==> config.mk <==
export PLATFORM = sky130hd
export DESIGN_NAME = ptr_agu
export DESIGN_NICKNAME = d
export VERILOG_FILES = /design/src/rtl/agu_pkg.sv /design/src/rtl/ptr_field_decode.sv /design/src/rtl/ptr_offset_scale.sv /design/src/rtl/ptr_bank.sv /design/src/rtl/ptr_agu.sv
export SDC_FILE = /design/constraint.sdc
export NUM_CORES = 1
export LEC_CHECK = 0
export BUFFER_PORTS_ARGS = -buffer_cell sky130_fd_sc_hd__buf_2
export CAP_MARGIN = 20
export CORE_MARGIN = 4
export CORE_UTILIZATION = 57
export DETAILED_ROUTE_END_ITERATION = 16
export PLACE_DENSITY = 0.89
export SYNTH_ARGS = -nofsm -noshare
export SYNTH_HDL_FRONTEND = slang
export SYNTH_SLANG_ARGS = --single-unit
==> constraint.sdc <==
create_clock -name clk -period 8.2 [get_ports clk]
set_clock_uncertainty 0.05 [all_clocks]
set_input_delay 0.41 -clock clk [delete_from_list [all_inputs] [get_ports clk]]
set_output_delay 0.41 -clock clk [all_outputs]
set_load 0.05 [all_outputs]
==> src/rtl/agu_pkg.sv <==
package agu_pkg;

  localparam int FIELD_W = 9;
  localparam int OFF_W   = 7;

  typedef enum logic [1:0] {
    SZ_BYTE = 2'd0,
    SZ_WORD = 2'd1,
    SZ_LONG = 2'd2,
    SZ_LALT = 2'd3
  } acc_size_e;

  typedef struct packed {
    logic                    valid;
    logic                    sel;
    logic                    upd;
    logic                    post;
    logic signed [OFF_W-1:0] off;
  } ptr_op_t;

endpackage

==> src/rtl/ptr_field_decode.sv <==
module ptr_field_decode
  import agu_pkg::*;
(
  input  logic [FIELD_W-1:0] field_i,
  input  logic               is_ptr_i,
  output ptr_op_t            op_o
);

  logic signed [OFF_W-1:0] idx_off;
  logic signed [OFF_W-1:0] step_off;

  always_comb begin
    // Non-modifying: 6-bit signed index, sign-extended to the offset width.
    idx_off = {field_i[5], field_i[5:0]};

    // Update mode: 5-bit signed step, where code zero stands for +16.
    if (field_i[4:0] == 5'd0) begin
      step_off = 7'sd16;
    end else begin
      step_off = {{2{field_i[4]}}, field_i[4:0]};
    end

    op_o.valid = is_ptr_i & field_i[8];
    op_o.sel   = op_o.valid & field_i[7];
    op_o.upd   = field_i[6];
    op_o.post  = field_i[6] & field_i[5];
    op_o.off   = field_i[6] ? step_off : idx_off;
  end

endmodule

==> src/rtl/ptr_offset_scale.sv <==
module ptr_offset_scale
  import agu_pkg::*;
#(
  parameter int AW = 20
) (
  input  logic signed [OFF_W-1:0] off_i,
  input  logic [1:0]              size_i,
  output logic [AW-1:0]           scaled_o
);

  logic [AW-1:0] ext;

  always_comb begin
    ext = {{(AW-OFF_W){off_i[OFF_W-1]}}, off_i};
    case (acc_size_e'(size_i))
      SZ_BYTE: scaled_o = ext;
      SZ_WORD: scaled_o = ext << 1;
      default: scaled_o = ext << 2;
    endcase
  end

endmodule

==> src/rtl/ptr_bank.sv <==
module ptr_bank #(
  parameter int AW   = 20,
  parameter int NPTR = 2
) (
  input  logic                       clk,
  input  logic                       rst_n,
  input  logic                       wb_en_i,
  input  logic [$clog2(NPTR)-1:0]    wb_sel_i,
  input  logic [AW-1:0]              wb_val_i,
  input  logic                       ld_en_i,
  input  logic [$clog2(NPTR)-1:0]    ld_sel_i,
  input  logic [AW-1:0]              ld_val_i,
  output logic [NPTR-1:0][AW-1:0]    ptr_o
);

  localparam int SW = $clog2(NPTR);

  logic [NPTR-1:0][AW-1:0] ptr_q;
  logic [NPTR-1:0][AW-1:0] ptr_d;
  logic [NPTR-1:0]         ptr_en;

  for (genvar g = 0; g < NPTR; g++) begin : g_ptr
    always_comb begin
      ptr_en[g] = 1'b0;
      ptr_d[g]  = ptr_q[g];
      if (wb_en_i && (wb_sel_i == SW'(g))) begin
        ptr_en[g] = 1'b1;
        ptr_d[g]  = wb_val_i;
      end
      // The software load takes priority over the access writeback.
      if (ld_en_i && (ld_sel_i == SW'(g))) begin
        ptr_en[g] = 1'b1;
        ptr_d[g]  = ld_val_i;
      end
    end

    always_ff @(posedge clk or negedge rst_n) begin
      if (!rst_n) begin
        ptr_q[g] <= '0;
      end else if (ptr_en[g]) begin
        ptr_q[g] <= ptr_d[g];
      end
    end
  end

  assign ptr_o = ptr_q;

endmodule

==> src/rtl/ptr_agu.sv <==
module ptr_agu
  import agu_pkg::*;
#(
  parameter int AW = 20
) (
  input  logic               clk,
  input  logic               rst_n,
  input  logic [8:0]         field_i,
  input  logic               is_ptr_i,
  input  logic [1:0]         size_i,
  input  logic               commit_i,
  input  logic [AW-1:0]      reg_val_i,
  input  logic               ld_en_i,
  input  logic               ld_sel_i,
  input  logic [AW-1:0]      ld_val_i,
  output logic [AW-1:0]      addr_o,
  output logic               sel_o,
  output logic [AW-1:0]      ptr_a_o,
  output logic [AW-1:0]      ptr_b_o
);

  localparam int NPTR = 2;

  ptr_op_t                 op;
  logic [AW-1:0]           scaled;
  logic [AW-1:0]           base;
  logic [AW-1:0]           sum;
  logic [NPTR-1:0][AW-1:0] ptrs;
  logic                    wb_en;

  ptr_field_decode u_dec (
    .field_i  (field_i),
    .is_ptr_i (is_ptr_i),
    .op_o     (op)
  );

  ptr_offset_scale #(.AW(AW)) u_scale (
    .off_i    (op.off),
    .size_i   (size_i),
    .scaled_o (scaled)
  );

  always_comb begin
    base  = ptrs[op.sel];
    sum   = base + scaled;
    wb_en = commit_i & op.valid & op.upd;
    if (!op.valid) begin
      addr_o = reg_val_i;
    end else if (op.post) begin
      addr_o = base;
    end else begin
      addr_o = sum;
    end
  end

  ptr_bank #(.AW(AW), .NPTR(NPTR)) u_bank (
    .clk      (clk),
    .rst_n    (rst_n),
    .wb_en_i  (wb_en),
    .wb_sel_i (op.sel),
    .wb_val_i (sum),
    .ld_en_i  (ld_en_i),
    .ld_sel_i (ld_sel_i),
    .ld_val_i (ld_val_i),
    .ptr_o    (ptrs)
  );

  assign sel_o   = op.sel;
  assign ptr_a_o = ptrs[0];
  assign ptr_b_o = ptrs[1];

endmodule

==> results of run 1 <==
[final timing paths]
path | start | to | slack, ns | cells past startpoint
worst max-delay path | field_i[7] | addr_o[7] | 3.71 | 12
worst min-delay path | rst_n | u_bank.ptr_o[24] | 0.19 | 1
worst max register to register | u_bank.ptr_o[21] | u_bank.ptr_o[7] | 5.05 | 8
worst min register to register | u_bank.ptr_o[23] | u_bank.ptr_o[23] | 0.53 | 2
max in group asynchronous | rst_n | u_bank.ptr_o[18] | 7.33 | 1
min in group clk | ld_val_i[2] | u_bank.ptr_o[22] | 0.28 | 3
[cell families after synthesis]
group                    after synthesis  share of synthesized area [%]
flip-flops                            40                           25.9
multiplexers                          42                           11.7
buffers and inverters                 37                           3.95
adder cells (fa/ha/maj)               20                           6.66
AO/OA/AOI/OAI                        150                           23.8
AND/OR/NAND/NOR                      200                           25.5
XOR/XNOR                              11                           2.49
[routing by layer]
metal	vias up	GRT usage, %	wire (µm)	part of all wire [%]
li1	2034	-	-	-
met5	-	0	0	0
met4	0	19.0	735	5.6
met3	58	6.17	1380	11
met1	2041	37.3	4950	38
met2	315	49.7	6000	46
[final cells by class]
type	instances	area, µm²	area share [%]
Multi-Input combinational cell	423	2710	60.0
Sequential cell	40	1000	22.1
Timing Repair Buffer	120	608	13.4
Tap cell	77	96.3	2.13
Clock buffer	5	68.8	1.52
Clock inverter	3	18.8	0.415
Inverter	5	18.8	0.415
[power breakdown]
part	leakage (nW)	switching (W)	internal, W	total (W)
clock network	0.0479	0.0000739	0.0000593	0.000133
logic	1.70	0.000424	0.000196	0.000620
registers	0.480	0.0000298	0.000228	0.000257
total	2.23	0.000528	0.000483	0.00101
[per-stage QoR]
step	setup WS (ns)	total power, W	cells	area (µm²)	utilization, %
floorplan	3.65	0.000713	500	3870	-
global placement	3.97	0.000854	665	4440	68.7
detailed placement	3.83	0.000868	665	4440	68.7
CTS	3.81	0.00100	673	4530	70.1
global route	3.56	0.00106	673	4530	70.1
finish	3.71	0.00101	673	4530	70.1
[cell usage after synthesis, types with 8 or more instances]
cell	number	area, µm²
nand3_1	23	115
a21o_1	8	60.1
a22oi_1	10	75.1
a31oi_1	13	81.3
mux2_2	25	282
nor3_1	14	70.1
o21ai_0	35	175
nand2_1	70	263
ha_1	19	238
mux2i_1	17	170
clkbuf_1	26	97.6
a21oi_1	45	225
nor2_1	33	124
xnor2_1	10	87.6
and3_1	30	188
dfrtp_1	40	1000
o21ai_1	14	70.1
[worst max-delay path: cells and delay by family]
kind / cells / cell delay [ns]
multiplexers: 1 / 0.40
AO/OA/AOI/OAI: 5 / 1.72
buffers and inverters: 3 / 0.79
adder cells (fa/ha/maj): 1 / 0.35
AND/OR/NAND/NOR: 2 / 0.33
==> flow_results.org, run 1 <==
** Outcome
- The run finished with clean final reports.

** Place
- Routability congestion estimate :: approximately 0.96
- Port buffering added between 100 and 150 buffers.
- Post-DP HPWL :: 9700 µm

** Route
- For this block, the initial DRC count from the detailed router was 425.
- In the routed design, unresolved DRC markers number 0.
- Dividing the detail-routed wire length by the instance count gives 19.4 µm.
- In the routed layout, each cell is associated on average with a via count of ~6.6.
- DRT antenna net count :: 0
- Total wirelength of the detailed-routed design :: approximately 13,000 µm
- Pre-Repair DR Iteration Count :: 5
- Detailed routing inserted a total of 4,448 vias.

** Clock tree
- The number of gates resized after CTS was 0.
- In this run, post-CTS hold repair placed 0 buffers.
- Root Driver :: clkbuf_8
- After clock tree synthesis, the setup repair step added 0 buffers.
- The clock net in this run drives a total of 40 sinks.
- Clock latency on the worst-skew pair, taken at its later pin, is 0.30 ns.
- Clock tree synthesis inserted a total of 5 buffers.
- Clock tree from TritonCTS :: yes
- After clock tree synthesis, the clock-pin slew on the worst setup and hold paths is 0.08 ns.
- The clock tree synthesis step divided the H-tree into 2 levels.
- The clock passes through at most 2 buffers.

** Finish
- Net count, final :: 672
- Antenna diodes :: 0
- The register with the most flip-flops in the layout has 40 of them.
- Signed area change from the synthesized netlist to the final layout :: 17.0%
- Most common cell after layout, fill and taps aside :: buf_2
- Fillers :: 546
- In the layout the commonest cells are buf_2 (117), nand2_1 (70), a21oi_1 (45).
- Share of layout cells above drive strength 1 :: 27.5%

** Power and ir drop
- Summed over all cells, the static leakage comes to approximately 2.2 nW.
- In this run the power density over the cells is 223 mW/mm².
- The worst-case IR drop observed on VDD is 0.152 mV.

** Synth
- Async S/R FF share, synth :: 100%
- Yosys printed 0 warnings.
- Of the synthesized area, sequential elements account for 25.9%.
- Post-synth top flop :: dfrtp_1
- Gate count after technology mapping :: 500
- Each instance of the synthesized netlist takes up on average 7.73 µm².
- Flip-flop and latch count after synthesis :: 40
- Post-Synthesis Cell Area :: between 0.003 and 0.004 mm²
- Synthesis produced a netlist with a net count of just under 600.
- Count of different cell masters after synthesis :: 59
- In this run, synthesis inferred 0 flip-flops with an integrated enable.

** Floorplanning
- Num rows :: 29
- The region available for standard cell placement spans 0.00646 mm².
- DIE HEIGHT :: approximately 90 µm
- The die covers 0.00817 mm².
- For this design the top-level I/O count stands at around 120.
- Die W :: approximately 90 µm
- Initial core utilization :: between 50% and 60%

** STA
- FMAX :: roughly 0.22 GHz
- Setup violations, final :: 0
- At the pin with the least slew margin, the transition time is 1.12 ns.
- Rel. slew slack :: between 20% and 30%
- Fin crit share :: 54.8%
- Total count of max-transition violations in the final report :: 0
- Adding up every negative setup slack in the final design gives 0 ns.
- Worst hold slack after final layout :: ~0.19 ns
- Setup repair after global routing missed its margin :: false
- The number of hold-slack violations in the final timing report came to 0.
- The smallest clock period supported by the final layout is computed as 4.49 ns.

** Global routing
- The initial antenna violation count came to 0.
- Global routing used 30.7% of the available tracks.
- GRT Residual Overflow :: 0
- Global-route wire length before repair :: 20,500 µm
- The number of global-route vias before repair came to 4,324.
- Pin count of the biggest net entering global routing :: 41

** Setup path
- The critical path in this run is classified as in -> out.
- The worst setup path is captured at an output pin.
- Element type at the critical path start :: input port
- STA puts the critical path data arrival time at approximately 4.0 ns.
- The largest individual stage delay along the critical path comes from the cell a2111oi_0.
- STA puts the critical path data required time at 7.74 ns.
- Walking the worst path, the cells encountered are buf_2 > and3_1 > buf_4 > mux2_2 > ha_1 > a21oi_1 > nand2_1 > o21ai_1 > a21oi_1 > a2111oi_0 > o21ai_0 > buf_2.
- Crit Path Max Fanout :: 23
- For this run, the slowest stage of the critical path takes 0.96 ns.

** Min path
- In this run the worst hold path is classified as in -> async.

** Job
- Max-cap violations :: 0
Note: power is estimated with default switching activity, not from simulation.
==> inputs of run 2 (changes only) <==
CORE_UTILIZATION = 48   (was 57)
PLACE_DENSITY = 0.8   (was 0.89)
clock period = 4 ns   (was 8.2 ns; I/O delays follow)
==> run 2 against run 1 <==
- the flow now finishes with violations (hold timing)
- clock power increased to 2.8 times the previous value
- global-route usage decreased by 3.2 points
- final cell count increased by 4.3%
- core utilization decreased by 11 points
- total power increased by 120%
- routed wire length increased by 3.8%
- sequential cell count unchanged
- sequential power increased by 110%
- die area increased by 17%
- critical endpoint is now addr_o[16]
==> flow_results.org, run 2 (synthesized netlist as in run 1, its figures left out) <==
** Clock tree
- CTS sink cnt :: 40
- Cts-stage hold buffer count :: 0
- H-Tree Level Count :: 2
- The cell sitting at the root of the clock tree is a clkbuf_8.
- TritonCTS built the clock tree.
- Number of buffers inserted by post-CTS setup repair :: 0
- After clock tree synthesis, the clock-pin slew on the worst setup and hold paths is roughly 0.080 ns.
- Number of buffers created by CTS :: 5
- The clock passes through at most 2 buffers.
- After clock tree synthesis, the repair step resized 0 gates.
- Clock latency at the later pin of the worst-skew pair :: 0.30 ns

** Finish
- Cell Count, Final, Fillers Out :: 702
- In the final design database the tool counted 676 nets.
- Antenna diodes :: 0
- In the final layout, the multi-input gates occupy 0.00271 mm².
- Registers take 0.00100 mm².
- The register with the most flip-flops in the layout has 40 of them.
- Commonest non-fill, non-tap cells in the layout :: buf_2 (117), nand2_1 (70), a21oi_1 (45)
- Leaving out fill and tap cells, the most frequent cell in the layout is buf_2.
- The post-route netlist has 28.0% of its cells at a drive strength greater than 1.
- Signed area change from the synthesized netlist to the final layout :: 19.6%
- Summing all non-filler instances in the final layout gives an area of approximately 0.0046 mm².
- Fillers :: 760

** Place
- Post-DP HPWL :: 10,200 µm
- Port Buffer Count :: approximately 120
- Instance area at placement :: approximately 0.0045 mm²
- Routability congestion estimate :: 0.913
- Cell count after placement :: 694

** Setup path
- Crit Path Max Fanout :: 12
- CP arrival :: about 3.5 ns
- The setup check on the worst reg-to-reg path leaves a slack of 1.09 ns.
- STA classifies the critical path endpoint as an output pin.
- Type of the worst setup path :: in -> out
- STA classifies the critical path startpoint as an input port.
- The startpoint identified for the worst register-to-register timing path is u_bank.ptr_o[0].
- The number of cells on the worst reg-to-reg path is 9.
- The endpoint identified for the worst register-to-register timing path is u_bank.ptr_o[34].
- Data on the critical path is required at its endpoint by 3.75 ns.

** STA
- Hold Fails Final Rpt :: 40
- The final max-slew violation count is 0.
- Setup repair after global routing missed its margin :: false
- At the pin with the least slew margin, the transition time is 1.05 ns.
- The worst pin sits at a relative slew slack of between 30% and 40%.
- FMAX :: 0.269 GHz
- The final critical path takes up 93.0% of the cycle.
- Setup total negative slack on the finished layout was measured at 0 ns.
- Post-layout minimum cycle time :: 3.72 ns
- Setup violations remaining at the end of the flow were counted as 0.
- Worst hold slack after final layout :: -0.0340 ns

** Power and ir drop
- Clk pwr share :: 17.1%
- Cell internal power was estimated by the tool at approximately 0.0011 W.
- LEAKAGE :: 2.27 nW
- Combinational cells account for between 50% and 60% of the total power.
- Part of the total power dissipated in sequential elements :: 24.2%
- Power density over the cells :: 471 mW/mm²
- In this run the power spent charging and discharging nets is 0.00108 W.
- Max rail drop VDD :: 0.227 mV
- Total Power :: around 0.0022 W
- Net switching is 49.7% of the power.

** Floorplanning
- Placeable core area :: 0.00777 mm²
- Die W :: 97.8 µm
- The die covers roughly 0.0096 mm².
- DIE HEIGHT :: between 90 and 100 µm
- In this run the core area contains 32 standard-cell rows.
- For this configuration, the core starts out at a cell density of about half.
- I/O pin count :: 118

** Route
- Count of routing violations after the opening detailed-route iteration :: around 320
- Via count of the routed design :: around 4,400
- Drt wl/cell :: 19.3 µm
- Pre-Repair DR Iteration Count :: 5
- After detailed routing, the number of remaining DRC violations is 0.
- After detailed routing, the number of vias per cell comes to roughly 6.3.
- Total wirelength of the detailed-routed design :: 13,600 µm
- The count of nets left with antenna violations once routing finished came out at 0.

** Job
- Max-cap violations :: 0

** Global routing
- GRT Residual Overflow :: 0
- Gr usage total :: 27.5%
- GRT met3 Usage :: 4.86%
- For this run, global-route usage on met1 was measured as 34.3%.
- The layer flagged by global routing as most heavily used is met2.
- Vias in the first global route :: between 4,000 and 5,000
- Initial antenna violation count :: 0
- Entering global routing, the biggest net connects 41 pins.
- Global-route wire length before repair :: around 21,000 µm
- In the global route stage, met2 resource usage came out at 45.0%.

** Min path
- Classification of the worst-slack hold path :: in -> async

** Outcome
- Outcome :: complete, but fails checks
- The checks that failed: hold timing.
run 2: power groups by stage:
stage / combinational [W] / clock [W] / sequential (W)
floorplan: 0.000728 / 0 / 0.000736
detailed placement: 0.00126 / 0 / 0.000534
CTS: 0.00127 / 0.000370 / 0.000525
finish: 0.00128 / 0.000373 / 0.000528
global route: 0.00137 / 0.000383 / 0.000535
global placement: 0.00125 / 0 / 0.000534
run 2: final cells by class:
cell class | instances | share of cell area [%]
Tap cell | 102 | 2.76
Clock buffer | 7 | 2.08
Clock inverter | 1 | 0.649
Multi-Input combinational cell | 423 | 58.7
Sequential cell | 40 | 21.6
Timing Repair Buffer | 124 | 13.8
Inverter | 5 | 0.406
run 2: critical path, cell delays in order:
cell and delay [ns]:
buf_2 0.21, and3_1 0.30, buf_4 0.25, mux2_2 0.39, ha_1 0.42, and3_2 0.29
o2111a_1 0.21, o21ai_1 0.16, and4b_1 0.24, or3_4 0.40, o21ai_2 0.11, buf_2 0.28
run 2: worst max path at each step:
stage / from / endpoint / slack, ns
global placement: field_i[7] / addr_o[16] / 0.42
CTS: field_i[7] / addr_o[16] / 0.32
global route: field_i[7] / addr_o[18] / 0.08
detailed placement: field_i[7] / addr_o[16] / 0.33
finish: field_i[7] / addr_o[16] / 0.28
floorplan: field_i[7] / addr_o[18] / 0.07
run 2: through the flow:
step,setup slack (ns),util [%]
after global placement,0.419,57.9
after global routing,0.0819,59.6
after detailed placement,0.333,57.9
after CTS,0.321,59.6
final,0.282,59.6
after floorplan,0.0679,-
run 2: per-layer routing:
metal	wire [µm]	part of all wire (%)
met5	0	0
met1	5190	38
met3	1350	10
met2	6340	47
met4	679	5.0
